### src/rtl/cfgbank_pkg.sv
package cfgbank_pkg;

    localparam int HALF_W   = 16;
    localparam int WORD_W   = 2 * HALF_W;
    localparam int ADDR_W   = 8;
    localparam int NUM_REGS = 5;
    localparam int ID_W     = 3;
    localparam int PWR_BIT  = 13;
    localparam int LFPS_BIT = 14;
    localparam int IDX_PWR  = 0;
    localparam int IDX_P0   = 3;
    localparam int IDX_P1   = 4;

    typedef logic [HALF_W-1:0] half_t;
    typedef logic [WORD_W-1:0] word_t;
    typedef logic [ADDR_W-1:0] addr_t;

    typedef enum logic [ID_W-1:0] {
        FLD_PWR   = 3'd0,
        FLD_LFPS  = 3'd1,
        FLD_PORT0 = 3'd2,
        FLD_PORT1 = 3'd3,
        FLD_SESSA = 3'd4,
        FLD_SESSB = 3'd5
    } fld_id_e;

    typedef struct packed {
        logic  valid;
        addr_t addr;
        logic [4:0] hi;
        logic [4:0] lo;
        half_t on_val;
        half_t off_val;
    } fld_desc_t;

    typedef struct packed {
        logic  valid;
        addr_t addr;
        word_t word;
    } wr_req_t;

    function automatic addr_t reg_offset(input int idx);
        case (idx)
            0:       return 8'h04;
            1:       return 8'h08;
            2:       return 8'h10;
            3:       return 8'h1c;
            default: return 8'h34;
        endcase
    endfunction

    function automatic fld_desc_t fld_lookup(input logic [ID_W-1:0] id);
        fld_desc_t d;
        d = '0;
        d.valid = 1'b1;
        case (id)
            FLD_PWR:   begin d.addr = 8'h04; d.hi = 5'd13; d.lo = 5'd13; d.on_val = 16'h1;    d.off_val = 16'h0;    end
            FLD_LFPS:  begin d.addr = 8'h04; d.hi = 5'd14; d.lo = 5'd14; d.on_val = 16'h1;    d.off_val = 16'h0;    end
            FLD_PORT0: begin d.addr = 8'h1c; d.hi = 5'd15; d.lo = 5'd0;  d.on_val = 16'h0188; d.off_val = 16'h1100; end
            FLD_PORT1: begin d.addr = 8'h34; d.hi = 5'd15; d.lo = 5'd0;  d.on_val = 16'h0188; d.off_val = 16'h1100; end
            FLD_SESSA: begin d.addr = 8'h08; d.hi = 5'd1;  d.lo = 5'd0;  d.on_val = 16'h3;    d.off_val = 16'h2;    end
            FLD_SESSB: begin d.addr = 8'h10; d.hi = 5'd3;  d.lo = 5'd2;  d.on_val = 16'h3;    d.off_val = 16'h2;    end
            default:   d.valid = 1'b0;
        endcase
        return d;
    endfunction

    function automatic word_t field_word(input logic [4:0] hi, input logic [4:0] lo,
                                         input half_t val);
        half_t m;
        for (int i = 0; i < HALF_W; i++)
            m[i] = (i >= int'(lo)) && (i <= int'(hi));
        return {m, half_t'(val << lo)};
    endfunction

    function automatic half_t masked_merge(input half_t old, input word_t w);
        return (old & ~w[WORD_W-1:HALF_W]) | (w[HALF_W-1:0] & w[WORD_W-1:HALF_W]);
    endfunction

endpackage

### src/rtl/cfgbank_fld_enc.sv
module cfgbank_fld_enc
    import cfgbank_pkg::*;
(
    input  logic            fld_req,
    input  logic [ID_W-1:0] fld_id,
    input  logic            fld_on,
    output wr_req_t         fld_wr
);
    fld_desc_t desc;

    always_comb begin
        desc          = fld_lookup(fld_id);
        fld_wr.valid  = fld_req && desc.valid;
        fld_wr.addr   = desc.addr;
        fld_wr.word   = field_word(desc.hi, desc.lo, fld_on ? desc.on_val : desc.off_val);
    end
endmodule

### src/rtl/cfgbank_slot.sv
module cfgbank_slot
    import cfgbank_pkg::*;
#(
    parameter addr_t OFFSET = 8'h04
) (
    input  logic    clk,
    input  logic    rst,
    input  wr_req_t wr,
    output half_t   q
);
    always_ff @(posedge clk) begin
        if (rst)
            q <= '0;
        else if (wr.valid && wr.addr == OFFSET)
            q <= masked_merge(q, wr.word);
    end
endmodule

### src/rtl/cfgbank.sv
module cfgbank
    import cfgbank_pkg::*;
(
    input  logic              clk,
    input  logic              rst,
    input  logic              bus_we,
    input  logic [ADDR_W-1:0] bus_addr,
    input  logic [WORD_W-1:0] bus_wdata,
    output logic [WORD_W-1:0] bus_rdata,
    input  logic              fld_req,
    input  logic [ID_W-1:0]   fld_id,
    input  logic              fld_on,
    output logic              phy_pwr_on,
    output logic              rx_lfps_en,
    output logic [HALF_W-1:0] port0_cfg,
    output logic [HALF_W-1:0] port1_cfg
);
    wr_req_t fld_wr;
    wr_req_t wr_sel;
    half_t   regs [NUM_REGS];

    cfgbank_fld_enc u_enc (
        .fld_req (fld_req),
        .fld_id  (fld_id),
        .fld_on  (fld_on),
        .fld_wr  (fld_wr)
    );

    // bus write wins over a field request in the same cycle
    always_comb begin
        if (bus_we) begin
            wr_sel.valid = 1'b1;
            wr_sel.addr  = bus_addr;
            wr_sel.word  = bus_wdata;
        end else begin
            wr_sel = fld_wr;
        end
    end

    for (genvar g = 0; g < NUM_REGS; g++) begin : g_slot
        cfgbank_slot #(.OFFSET(reg_offset(g))) u_slot (
            .clk (clk),
            .rst (rst),
            .wr  (wr_sel),
            .q   (regs[g])
        );
    end

    always_comb begin
        bus_rdata = '0;
        for (int i = 0; i < NUM_REGS; i++)
            if (bus_addr == reg_offset(i))
                bus_rdata = {{HALF_W{1'b0}}, regs[i]};
    end

    assign phy_pwr_on = regs[IDX_PWR][PWR_BIT];
    assign rx_lfps_en = regs[IDX_PWR][LFPS_BIT];
    assign port0_cfg  = regs[IDX_P0];
    assign port1_cfg  = regs[IDX_P1];
endmodule

### config.mk
export PLATFORM = sky130hd
export DESIGN_NAME = cfgbank
export DESIGN_NICKNAME = d
export VERILOG_FILES = /design/src/rtl/cfgbank_pkg.sv /design/src/rtl/cfgbank_fld_enc.sv /design/src/rtl/cfgbank_slot.sv /design/src/rtl/cfgbank.sv
export SDC_FILE = /design/constraint.sdc
export NUM_CORES = 1
export LEC_CHECK = 0
export CAP_MARGIN = 10
export CELL_PAD_IN_SITES_DETAIL_PLACEMENT = 1
export CELL_PAD_IN_SITES_GLOBAL_PLACEMENT = 2
export CORE_MARGIN = 2
export CORE_UTILIZATION = 29
export CTS_CLUSTER_DIAMETER = 80
export DETAILED_ROUTE_END_ITERATION = 8
export HOLD_SLACK_MARGIN = 0.02
export PLACE_DENSITY = 0.84
export SLEW_MARGIN = 20
export SYNTH_ARGS = -nofsm -noshare
export SYNTH_HDL_FRONTEND = slang
export SYNTH_SLANG_ARGS = --single-unit
### constraint.sdc
create_clock -name clk -period 2.47 [get_ports clk]
set_input_delay 0.494 -clock clk [delete_from_list [all_inputs] [get_ports clk]]
set_output_delay 0.494 -clock clk [all_outputs]
set_load 0.02 [all_outputs]
==> run_results.csv <==
group,metric,value,unit
outcome,status,"complete, no violations",
final_layout,instances_no_fill,969,
grt,antenna_found_initial,0,
sta,finalMaxSlewViolations,0,
grt,track_usage,24.2,%
sta,period_minus_slack,2.46,ns
floorplan,core_area,16400,µm²
grt,gr-total-overflow,0,
final_layout,fillCellCount,1863,
worst_setup_path,startpoint_type,"input port",
worst_setup_path,worstSetupPathType,"input port to output pin",
routing,vias,5657,
pwr,switching_share,28.7,%
floorplan,fp.dieH,133,µm
routing,avgRoutedWirePerCell,22.7,µm
grt,grt_busiest_layer,"met2",
worst_setup_path,crit_slowest_cell,"or3b_2",
placement,place_ws,-0.841,ns
cts,cts_sinks,80,
grt,grtUsageMet3,3.49,%
grt,grt_pass1_wl,33.7,mm
logic_synthesis,synth-edff-count,0,
routing,viasPerCell,5.84,
cts,clockBufferDepth,2,
pwr,p_sw,0.000985,W
sta,setup_viol_count_final,0,
logic_synthesis,yosys_warnings,0,
routing,firstDrtPassIters,5,
worst_setup_path,cp-end-kind,"output pin",
logic_synthesis,yosysSeqAreaShare,33.2,%
final_layout,fin_area,7480,µm²
logic_synthesis,synthFlopType,"dfxtp_1",
routing,drc,0,
pwr,combPwrFrac,20.5,%
placement,place_area,6720,µm²
logic_synthesis,synth-seq-cells,80,
final_layout,nNetsFinal,793,
cts,cts.root.buffer_cell,"clkbuf_16",
job,drv_cap,0,
cts,cts_hold_buffers,0,
logic_synthesis,netlist_instances,584,
final_layout,layout-drive-gt1-share,29.0,%
final_layout,mostFrequentLayoutCell,"buf_4",
pwr,p_leak,2.92,nW
worst_setup_path,required,1.98,ns
pwr,seq_power_share,38.0,%
grt,grt_pass1_vias,5909,
floorplan,initial_core_util,29.4,%
cts,clk_pin_slew,0.06,ns
sta,worst_slew_pin_slew,0.808,ns
min_path,hp-class,"flop to flop",
sta,setup_slack,0.00672,ns
floorplan,die_area,17700,µm²
grt,use_met1,30.2,%
worst_setup_path,critPathMaxStageDelay,0.47,ns
cts,numCtsBuffers,9,
worst_setup_path,critPathMaxFanout,10,
pwr,power,0.00343,W
floorplan,rows,47,
logic_synthesis,avgSynthCellArea,8.27,µm²
placement,dpl.cell_count,942,
cts,htreeDepth,3,
pwr,peakVddDrop,310,µV
placement,dp_hpwl,15.3,mm
sta,rsz0062_at_grt,"yes",
logic_synthesis,synth_async_sr_flop_share,0,%
sta,finalCritPeriodShare,99.7,%
placement,gp_congestion,0.901,
cts,cts_tree,"done",
worst_setup_path,arrival,1.97,ns
sta,final_hold_viol_count,0,
pwr,p_clk_share,41.5,%
floorplan,pin_count,114,
pwr,p_per_area,458,nW/µm²
final_layout,antennaDiodeCount,0,
floorplan,die-width,133,µm
pwr,intPower,0.00244,W
routing,ant_nets,0,
sta,max-slew-margin-rel,45.6,%
worst_setup_path,path_cells,"buf_2, bufbuf_16, or3b_2, a21oi_2, o21ai_2, a22oi_2, buf_6",
logic_synthesis,yosysTopAreaCell,"dfxtp_1",
sta,tns,0,ns
logic_synthesis,synthDistinctLibCells,47,
sta,fin_skew,0,ns
routing,first_iter_violations,457,
grt,grt_max_degree,45,
sta,fmax,0.406,GHz
routing,finalWirelength,22.0,mm
grt,use_met2,42.2,%
logic_synthesis,syn_area,4830,µm²
logic_synthesis,yosys.area.top_type_share,33.2,%
logic_synthesis,synth.area.top_cells,"dfxtp_1 33%, mux2i_1 8.1%, nand2_1 6.1%",
final_layout,layout_common_cells,"89 x buf_4, 80 x dfxtp_1, 76 x nand2_1",
placement,portBuffers,97,
final_layout,area_growth,54.8,%
cts,clk_latency,0.34,ns
cell usage after synthesis, types with 3 or more instances:
cell / instances
nand4_1: 34
dfxtp_1: 80
mux2_2: 3
a31oi_1: 10
nand3b_1: 3
or3b_2: 12
a211oi_1: 28
a32o_1: 3
a311oi_1: 8
clkbuf_1: 40
inv_1: 8
and3_1: 5
mux2i_1: 39
nor2_1: 15
buf_2: 13
a22oi_1: 17
a22o_1: 20
a41oi_1: 30
o21ai_0: 20
nor2b_1: 14
and2_1: 3
buf_4: 20
nand2b_1: 3
nand3_1: 17
a21oi_1: 17
nand2_1: 79
o22ai_1: 18
power groups by stage:
stage,registers [W],logic (W),clock network (W)
after floorplan,0.00133,0.000294,0
after global placement,0.00133,0.000624,0
after detailed placement,0.00133,0.000636,0
after CTS,0.00130,0.000670,0.00142
after global routing,0.00130,0.000736,0.00147
final,0.00130,0.000703,0.00142
cell type report:
type / count / area, µm² / area share, %
tap: 220 / 275 / 3.68
clock buffer: 12 / 267 / 3.56
multi-input combinational: 436 / 3150 / 42.1
sequential: 80 / 1600 / 21.4
inverter: 8 / 30.0 / 0.402
timing repair buffer: 210 / 2110 / 28.3
clock inverter: 3 / 40.0 / 0.536
stage by stage:
stage | hold WS, ns | util (%)
finish | 0.463 | 45.6
global route | 0.480 | 45.6
floorplan | 0.434 | -
CTS | 0.467 | 44.7
global placement | 0.446 | 40.9
detailed placement | 0.455 | 40.9
final timing paths:
path | from | to | slack (ns) | cells after the start
worst max-delay path | bus_addr[2] | bus_rdata[10] | 0.007 | 7
worst min-delay path | flop | flop | 0.46 | 2
worst max register to register | flop | flop | 1.60 | 2
worst min register to register | flop | flop | 0.46 | 2
metal layers:
metal / vias to the layer above / wire, µm / share of wire [%]
met1: 2825 / 9170 / 42
li1: 2539 / - / -
met4: 0 / 690 / 3.1
met3: 56 / 1090 / 5.0
met2: 237 / 11100 / 50
met5: - / 0 / 0
worst max-delay path, delay by kind of cell:
kind	cells	cell delay [ns]
AOI/OAI and AO/OA	3	0.43
buffers and inverters	3	0.57
and+or+nand+nor	1	0.47
logic make-up (layout without fill, tap and decap cells):
family / count (synthesis) / after routing / synth area share (%)
AOI/OAI and AO/OA: 183 / 183 / 27.8
buffers and inverters: 83 / 233 / 8.57
xor gates and xnor gates: 1 / 1 / 0.181
other: 1 / 16 / 0.0776
DFF: 80 / 80 / 33.2
and+or+nand+nor: 194 / 194 / 21.4
muxes: 42 / 42 / 8.78
repair_timing:
action,4_1_cts,5_1_grt
setup buffers,7,2
setup endpoints to repair,16,16
gates resized for setup,168,35
pin swaps,22,25
gates cloned,3,1
Power figures use the tool's default switching activity.
